[config.mk]
export PLATFORM = sky130hd
export DESIGN_NAME = rom_bank_sel
export DESIGN_NICKNAME = d
export VERILOG_FILES = /design/src/rtl/rbs_pkg.sv /design/src/rtl/rbs_sel_reg.sv /design/src/rtl/rbs_win_dec.sv /design/src/rtl/rbs_bank_drv.sv /design/src/rtl/rom_bank_sel.sv
export SDC_FILE = /design/constraint.sdc
export NUM_CORES = 1
export LEC_CHECK = 0
export CORE_MARGIN = 3
export CORE_UTILIZATION = 29
export DETAILED_ROUTE_END_ITERATION = 16
export HOLD_SLACK_MARGIN = 0.02
export MAX_ROUTING_LAYER = met4
export PLACE_DENSITY = 0.88
export SLEW_MARGIN = 10
export SYNTH_ARGS = -nofsm -noshare
export SYNTH_HDL_FRONTEND = slang
export SYNTH_SLANG_ARGS = --single-unit
[constraint.sdc]
create_clock -name clk -period 3.1 [get_ports clk]
set_clock_uncertainty 0.1 [all_clocks]
set_input_delay 0.31 -clock clk [delete_from_list [all_inputs] [get_ports clk]]
set_output_delay 0.31 -clock clk [all_outputs]
set_load 0.01 [all_outputs]
[src/rtl/rbs_pkg.sv]
package rbs_pkg;
  typedef enum logic [1:0] {
    FLD_NONE = 2'd0,
    FLD_ONE  = 2'd1,
    FLD_MANY = 2'd2
  } fld_kind_e;

  function automatic fld_kind_e classify(input int unsigned ones);
    if (ones == 0) return FLD_NONE;
    else if (ones == 1) return FLD_ONE;
    else return FLD_MANY;
  endfunction
endpackage

[src/rtl/rbs_sel_reg.sv]
module rbs_sel_reg #(
  parameter int unsigned NB        = 4,
  parameter int unsigned DATA_W    = 8,
  parameter int unsigned ADDR_W    = 16,
  parameter int unsigned SEL_LSB   = 2,
  parameter logic [15:0] CTRL_ADDR = 16'hD1E3
) (
  input  logic              clk,
  input  logic              rst_n,
  input  logic              wr_en,
  input  logic [ADDR_W-1:0] addr,
  input  logic [DATA_W-1:0] wdata,
  output logic [NB-1:0]     sel_q
);
  import rbs_pkg::*;

  localparam logic [DATA_W-1:0] FIELD_MASK = DATA_W'(((1 << NB) - 1) << SEL_LSB);

  logic            wr_hit;
  logic [NB-1:0]   field;
  fld_kind_e       kind;
  logic [NB-1:0]   sel_d;
  logic            unused_wbits;

  assign wr_hit       = wr_en && (addr == ADDR_W'(CTRL_ADDR));
  assign field        = wdata[SEL_LSB +: NB];
  assign kind         = classify($countones(field));
  assign unused_wbits = ^(wdata & ~FIELD_MASK);

  always_comb begin
    sel_d = sel_q;
    if (wr_hit) begin
      unique case (kind)
        FLD_ONE:  sel_d = field;
        default:  sel_d = '0;
      endcase
    end
  end

  always_ff @(posedge clk) begin
    if (!rst_n) sel_q <= '0;
    else        sel_q <= sel_d;
  end

  p_sel_onehot_r10: assert property (@(posedge clk) disable iff (!rst_n)
    $onehot0(sel_q));

  p_one_bit_loads_r2: assert property (@(posedge clk) disable iff (!rst_n)
    (wr_hit && $countones(field) == 1) |=> (sel_q == $past(field)));

  p_zero_clears_r3: assert property (@(posedge clk) disable iff (!rst_n)
    (wr_hit && field == '0) |=> (sel_q == '0));

  p_multi_clears_r4: assert property (@(posedge clk) disable iff (!rst_n)
    (wr_hit && $countones(field) > 1) |=> (sel_q == '0));

  p_hold_r5: assert property (@(posedge clk) disable iff (!rst_n)
    !wr_hit |=> $stable(sel_q));
endmodule

[src/rtl/rbs_win_dec.sv]
module rbs_win_dec #(
  parameter int unsigned ADDR_W   = 16,
  parameter logic [15:0] WIN_BASE = 16'hD800,
  parameter logic [15:0] WIN_LAST = 16'hDFFF
) (
  input  logic [ADDR_W-1:0] addr,
  input  logic              rd_en,
  output logic              rd_hit
);
  logic in_win;

  assign in_win = (addr >= ADDR_W'(WIN_BASE)) && (addr <= ADDR_W'(WIN_LAST));
  assign rd_hit = rd_en && in_win;
endmodule

[src/rtl/rbs_bank_drv.sv]
module rbs_bank_drv #(
  parameter int unsigned NB      = 4,
  parameter int unsigned BANK_AW = 11,
  localparam int unsigned IDX_W  = (NB > 1) ? $clog2(NB) : 1
) (
  input  logic               clk,
  input  logic               rst_n,
  input  logic [NB-1:0]      sel,
  input  logic               rd_hit,
  input  logic [BANK_AW-1:0] offset,
  output logic [NB-1:0]      bank_cs,
  output logic [IDX_W+BANK_AW-1:0] rom_addr,
  output logic               math_off
);
  logic [IDX_W-1:0] idx;

  always_comb begin
    idx = '0;
    for (int i = 0; i < NB; i++) begin
      if (sel[i]) idx = IDX_W'(i);
    end
  end

  for (genvar g = 0; g < NB; g++) begin : g_cs
    assign bank_cs[g] = rd_hit && sel[g];
  end

  assign rom_addr = {idx, offset};
  assign math_off = |sel;

  p_cs_onehot_r10: assert property (@(posedge clk) disable iff (!rst_n)
    $onehot0(bank_cs));

  p_cs_needs_read_r6: assert property (@(posedge clk) disable iff (!rst_n)
    (|bank_cs) |-> rd_hit);

  p_cs_implies_off_r9: assert property (@(posedge clk) disable iff (!rst_n)
    (|bank_cs) |-> math_off);

  p_addr_offset_r8: assert property (@(posedge clk) disable iff (!rst_n)
    (|bank_cs) |-> (rom_addr[BANK_AW-1:0] == offset));
endmodule

[src/rtl/rom_bank_sel.sv]
module rom_bank_sel #(
  parameter int unsigned NB        = 4,
  parameter int unsigned BANK_AW   = 11,
  parameter int unsigned ADDR_W    = 16,
  parameter int unsigned DATA_W    = 8,
  parameter int unsigned SEL_LSB   = 2,
  parameter logic [15:0] CTRL_ADDR = 16'hD1E3,
  parameter logic [15:0] WIN_BASE  = 16'hD800,
  parameter logic [15:0] WIN_LAST  = 16'hDFFF,
  localparam int unsigned IDX_W    = (NB > 1) ? $clog2(NB) : 1,
  localparam int unsigned ROM_AW   = IDX_W + BANK_AW
) (
  input  logic              clk,
  input  logic              rst_n,
  input  logic [ADDR_W-1:0] cpu_addr,
  input  logic [DATA_W-1:0] cpu_wdata,
  input  logic              cpu_wr,
  input  logic              cpu_rd,
  output logic [NB-1:0]     bank_cs,
  output logic [ROM_AW-1:0] rom_addr,
  output logic              math_rom_off
);
  logic [NB-1:0] sel_q;
  logic          rd_hit;

  rbs_sel_reg #(
    .NB(NB), .DATA_W(DATA_W), .ADDR_W(ADDR_W),
    .SEL_LSB(SEL_LSB), .CTRL_ADDR(CTRL_ADDR)
  ) u_reg (
    .clk(clk), .rst_n(rst_n), .wr_en(cpu_wr),
    .addr(cpu_addr), .wdata(cpu_wdata), .sel_q(sel_q)
  );

  rbs_win_dec #(
    .ADDR_W(ADDR_W), .WIN_BASE(WIN_BASE), .WIN_LAST(WIN_LAST)
  ) u_win (
    .addr(cpu_addr), .rd_en(cpu_rd), .rd_hit(rd_hit)
  );

  rbs_bank_drv #(
    .NB(NB), .BANK_AW(BANK_AW)
  ) u_drv (
    .clk(clk), .rst_n(rst_n), .sel(sel_q), .rd_hit(rd_hit),
    .offset(cpu_addr[BANK_AW-1:0]),
    .bank_cs(bank_cs), .rom_addr(rom_addr), .math_off(math_rom_off)
  );

  p_write_no_cs_r7: assert property (@(posedge clk) disable iff (!rst_n)
    (cpu_wr && !cpu_rd) |-> (bank_cs == '0));

  p_reset_clear_r1: assert property (@(posedge clk)
    !rst_n |=> (sel_q == '0));
endmodule

==> impl_metrics.csv, run 1 <==
group,metric,value,unit
worst_setup_path,cp-end-kind,"output port",
worst_setup_path,r2r_slack,2.37,ns
clocking,clk-insertion-delay-late,0.23,ns
grt,grt-ovfl-total,0,
yosys,avgSynthCellArea,9.05,um2
worst_setup_path,cp_max_fo,4,
grt,gr-usage-met2,28.4,%
yosys,synthDistinctLibCells,19,
grt,use_met1,13.1,%
power_and_ir_drop,pwr-share-comb,37.5,%
timing,setup_viol,0,
power_and_ir_drop,internal-power,140,uW
grt,antenna_found_initial,0,
detailed_routing,antenna_left,0,
power_and_ir_drop,p_per_area,225,mW/mm2
clocking,cts_buffers,3,
timing,whs,0.374,ns
grt,grt_max_degree,6,
timing,setup_ws,0.772,ns
layout,area_delta_synth_final,85.0,%
timing,finalCritPeriodShare,75.1,%
clocking,clock-root-buffer,"clkbuf_4",
clocking,cts_tree,"done",
worst_setup_path,cp.required,2.69,ns
min_path,whs_path_depth,2,
layout,top_regs,"u_reg.sel_q x4",
yosys,synth_edf_count,0,
min_path,min_path_type,"reg2reg",
worst_setup_path,reg2reg_depth,2,
floorplan,design.core.area,0.00135,mm2
timing,totalNegativeSetupSlack,0,ns
floorplan,die_h,44.7,um
floorplan,num_rows,13,
layout,regMostFlops,"u_reg.sel_q",
detailed_routing,routed-via-count,452,
timing,hold_violations,0,
floorplan,die_area,0.00200,mm2
timing,grt_setup_unrepaired,"no",
grt,first_global_vias,469,
layout,nets,115,
job,cap_violations,0,
layout,stdcell_area,803,um2
worst_setup_path,rr_endpoint,"u_reg.sel_q[2]",
worst_setup_path,critical_path_arrival,1.92,ns
clocking,clkSinkCount,4,
power_and_ir_drop,p_sw,40.1,uW
min_path,hold_path_end,"u_reg.sel_q[0]",
layout,final_common_cell,"clkdlybuf4s50_1",
yosys,async_flop_share,0,%
clocking,cts_buffer_depth,2,
layout,drive_above_1_share,8.64,%
timing,fmax,0.429,GHz
layout,largest_reg_flops,4,
floorplan,io_pins,46,
worst_setup_path,r2r-start,"u_reg.sel_q[2]",
yosys,synthCells,48,
yosys,synth_seq_cells,4,
placed_design,pre_cts_slack,0.691,ns
detailed_routing,totalWireLength,1.22,mm
worst_setup_path,crit_type,"in2out",
placed_design,dp_hpwl,1.12,mm
yosys,synth_nets,80,
worst_setup_path,startpoint_type,"input pin",
outcome,status,"finished clean",
timing,final.min_clock_period,2.33,ns
power_and_ir_drop,p_sw_share,22.3,%
clocking,postCtsHoldBufs,0,
power_and_ir_drop,max-vdd-ir-drop,0.0000999,V
grt,gr-max-usage-layer,"met2",
clocking,post_cts_resized,0,
yosys,synth_seq_area_share,18.4,%
detailed_routing,viasPerCell,4.71,
placed_design,place_area,781,um2
power_and_ir_drop,leakage,0.316,nW
timing,tightestPinTransition,0.211,ns
min_path,min_from,"u_reg.sel_q[0]",
clocking,cts_setup_buffers,0,
detailed_routing,drt_pass1_iterations,4,
timing,drv_slew,0,
layout,antenna_cells,0,
detailed_routing,drtIter0Drc,4,
floorplan,dieWidth,44.7,um
detailed_routing,wl_per_cell,12.7,um
timing,slew_headroom,85.9,%
grt,grt_pass1_wl,2.02,mm
layout,final_cell_mix,"clkdlybuf4s50_1 (41), nand2_1 (8), and2_1 (4), mux2i_1 (4), dfxtp_1 (4)",
floorplan,start_util,32.2,%
detailed_routing,drcViolationCount,0,
clocking,htree_num_levels,1,
yosys,synth_area,434,um2
placed_design,portBuffers,41,
yosys,synth_ff_type,"dfxtp_1",
power_and_ir_drop,pwr-share-clk,33.8,%
yosys,yosysWarnings,0,
power_and_ir_drop,p_seq_share,28.7,%
grt,gr-usage-met3,3.19,%
grt,grt_usage,14.7,%
placed_design,gp_congestion,0.616,
clocking,clkTransAtPathRegs,0.03,ns
cell usage after synthesis (2+ instances only):
cell      n  area (um2)
buf_4    11        82.6
mux2i_1   4        40.0
and4b_1   2        20.0
ha_1      3        37.5
nand2_1   8        30.0
dfxtp_1   4        80.1
and2_1    4        25.0
routing by layer:
metal  wire [um]  share of wire (%)
met1         368                 30
met2         735                 60
met3         101                8.3
met4          10               0.82
met5           0                  0
layout make-up:
cell class	instances	area, um2
Clock buffer	3	22.5
Fill cell	130	547
Inverter	1	3.75
Multi-Input combinational cell	32	268
Sequential cell	4	80.1
Tap cell	15	18.8
Timing Repair Buffer	41	410
through the flow:
step / power (mW) / instances / util [%]
detailed placement: 0.121 / 93 / 57.8
global route: 0.193 / 96 / 59.5
global placement: 0.118 / 93 / 57.8
floorplan: 0.0799 / 48 / -
finish: 0.180 / 96 / 59.5
CTS: 0.183 / 96 / 59.5
logic make-up after synthesis:
logic type                 synth area share, %
and+or+nand+nor                           37.5
buffers and inverters                     19.9
muxes                                     9.22
adders and majority gates                 13.3
DFF                                       18.4
AOI/OAI and AO/OA                         1.73
how the worst max path moves through the flow:
stage | start | end | slack [ns] | cells past startpoint
2_1_floorplan | cpu_wdata[4] | u_reg.sel_q[0] | 1.26 | 6
3_3_place_gp | cpu_wdata[4] | u_reg.sel_q[0] | 0.73 | 7
3_5_place_dp | cpu_wdata[4] | u_reg.sel_q[2] | 0.69 | 7
4_1_cts | cpu_addr[15] | bank_cs[2] | 0.76 | 5
5_1_grt | cpu_addr[13] | bank_cs[2] | 0.68 | 5
6_report | cpu_addr[15] | bank_cs[2] | 0.77 | 5
worst max-delay path, stage by stage:
cell and delay, ns:
clkdlybuf4s50_1 0.45, and4b_1 0.26, and3_1 0.23, and2_1 0.14, clkdlybuf4s50_1 0.53
power groups by stage:
stage / Sequential, mW / Combinational [mW] / Clock, mW
detailed placement: 0.0525 / 0.0681 / 0
CTS: 0.0518 / 0.0686 / 0.0631
floorplan: 0.0525 / 0.0273 / 0
finish: 0.0518 / 0.0676 / 0.0609
global route: 0.0517 / 0.0736 / 0.0682
global placement: 0.0525 / 0.0655 / 0
No activity file was read; power rests on OpenSTA's default activity.
==> run 2, diff against run 1 <==
CORE_UTILIZATION = 25   (was 29)
PLACE_DENSITY = 0.81   (was 0.88)
clock period = 1.9 ns   (was 3.1 ns; I/O delays follow)
==> run 2 against run 1 <==
Clock power rose by 77%. Sequential cell count is the same. Critical path depth increased by 2. Combinational power rose by 67%. Register-to-register slack got worse by 1.2 ns. Routed wire length increased by 2.6%. Setup slack lost 0.70 ns. Largest cell class unchanged.
==> impl_metrics.csv, run 2 (synthesis results as in run 1) <==
group,metric,value,unit
outcome,status,"finished clean",
timing,tightestPinTransition,0.199,ns
job,cap_violations,0,
placed_design,place_area,797,um2
power_and_ir_drop,leakage,0.366,nW
worst_setup_path,r2r_slack,1.17,ns
detailed_routing,drcViolationCount,0,
worst_setup_path,rr_endpoint,"u_reg.sel_q[3]",
timing,drv_slew,0,
layout,antenna_cells,0,
grt,grt_usage,12.9,%
placed_design,dp_hpwl,1.13,mm
worst_setup_path,critical_path_arrival,1.89,ns
timing,setup_ws,0.0730,ns
layout,final_cell_mix,"clkdlybuf4s50_1 (32), nand2_1 (7)",
layout,top_regs,"u_reg.sel_q x4",
min_path,min_from,"cpu_wdata[2]",
clocking,clk-insertion-delay-late,0.24,ns
power_and_ir_drop,max-vdd-ir-drop,0.000224,V
worst_setup_path,r2r-start,"u_reg.sel_q[3]",
placed_design,dp.cells,96,
grt,grt_pass1_wl,1.90,mm
grt,grt_max_degree,6,
detailed_routing,antenna_left,0,
layout,area_delta_synth_final,88.2,%
worst_setup_path,crit_type,"in2reg",
placed_design,portBuffers,41,
worst_setup_path,cp.required,1.96,ns
layout,largest_reg_flops,4,
detailed_routing,totalWireLength,1.25,mm
timing,final.min_clock_period,1.83,ns
floorplan,die_area,0.00227,mm2
clocking,cts_buffer_depth,2,
worst_setup_path,startpoint_type,"input pin",
detailed_routing,wl_per_cell,12.6,um
layout,stdcell_area,817,um2
layout,nets,117,
timing,setup_viol,0,
worst_setup_path,cp_max_fo,4,
grt,first_global_vias,472,
clocking,htree_num_levels,1,
timing,hold_violations,0,
floorplan,dieWidth,47.7,um
placed_design,pre_cts_slack,-0.404,ns
grt,antenna_found_initial,0,
floorplan,num_rows,14,
floorplan,start_util,27.5,%
layout,final_common_cell,"clkdlybuf4s50_1",
worst_setup_path,startpoint,"cpu_wdata[3]",
timing,slew_headroom,86.7,%
floorplan,io_pins,46,
clocking,cts_buffers,3,
detailed_routing,drtIter0Drc,6,
layout,regMostFlops,"u_reg.sel_q",
detailed_routing,drt_pass1_iterations,4,
layout,layoutNonFillerInstCount,99,
power_and_ir_drop,total_power,305,uW
clocking,cts_tree,"done",
worst_setup_path,reg2reg_depth,2,
placed_design,gp_congestion,0.624,
min_path,min_path_type,"in2reg",
layout,drive_above_1_share,14.5,%
timing,finalCritPeriodShare,96.2,%
clocking,clkSinkCount,4,
detailed_routing,routed-via-count,477,
min_path,hold_path_end,"u_reg.sel_q[0]",
min_path,whs_path_depth,3,
clocking,clkTransAtPathRegs,0.04,ns
floorplan,design.core.area,0.00158,mm2
clocking,postCtsHoldBufs,0,
grt,grt-ovfl-total,0,
clocking,clock-root-buffer,"clkbuf_4",
power_and_ir_drop,p_per_area,374,mW/mm2
worst_setup_path,cp-end-kind,"flip-flop",
floorplan,die_h,47.7,um
timing,fmax,0.547,GHz
timing,grt_setup_unrepaired,"no",
detailed_routing,viasPerCell,4.82,
layout,finish.utilization,51.8,%
==> run 2: changes by cell type in the layout (fill, tap and decap cells not counted), moves of 2 or more <==
cell / previous run / this run
clkdlybuf4s15_1: 0 / 3
clkdlybuf4s50_1: 41 / 32
dlygate4sd2_1: 0 / 4
buf_4: 0 / 2
==> run 2: final cells by class <==
cell class	instances	area (um2)
clock buffers	3	22.5
fillers	149	759
inverters	1	3.75
multi-input cells	32	273
flip-flops and latches	4	80.1
well taps	16	20.0
repair buffers	43	418
==> run 2: repair_timing <==
action | CTS | global route
endpoints found under the setup margin | 8 | 2
resized for setup | 10 | 6
setup buffers | 0 | 0
pin swaps | 4 | 6
==> run 2: per-layer routing <==
metal,track usage (%),vias up,part of all wire [%]
li1,-,226,-
met1,11.4,213,33
met2,23.5,34,50
met3,3.76,4,15
met4,8.06,0,2.0
met5,-,-,0
==> run 2: how the worst max path moves through the flow <==
stage,end,slack (ns),cells past startpoint
after global routing,u_reg.sel_q[0],0.01,7
after floorplan,u_reg.sel_q[0],0.18,6
after CTS,math_rom_off,0.02,3
after detailed placement,u_reg.sel_q[3],-0.40,7
after global placement,u_reg.sel_q[3],-0.30,7
final,u_reg.sel_q[0],0.07,7
==> run 2: per-stage QoR <==
| stage | hold WS (ns) | TNS, ns |
|---|---|---|
| after floorplan | 0.232 | 0 |
| after CTS | 0.260 | 0 |
| final | 0.133 | 0 |
| after detailed placement | 0.379 | -1.98 |
| after global placement | 0.365 | -1.60 |
| after global routing | 0.134 | 0 |
==> run 2: critical path, cell delays in order <==
cell	delay [ns]
clkdlybuf4s15_1	0.18
ha_1	0.29
ha_2	0.19
fa_1	0.48
and4bb_2	0.35
nand2_1	0.06
mux2i_1	0.14
==> run 2: report_power, final <==
group | switching [mW] | internal (mW) | total [mW] | leakage (nW)
Combinational | 0.0379 | 0.0750 | 0.113 | 0.320
Clock | 0.0373 | 0.0708 | 0.108 | 0.0138
Sequential | 0.000000192 | 0.0844 | 0.0844 | 0.0322
Total | 0.0752 | 0.230 | 0.305 | 0.366
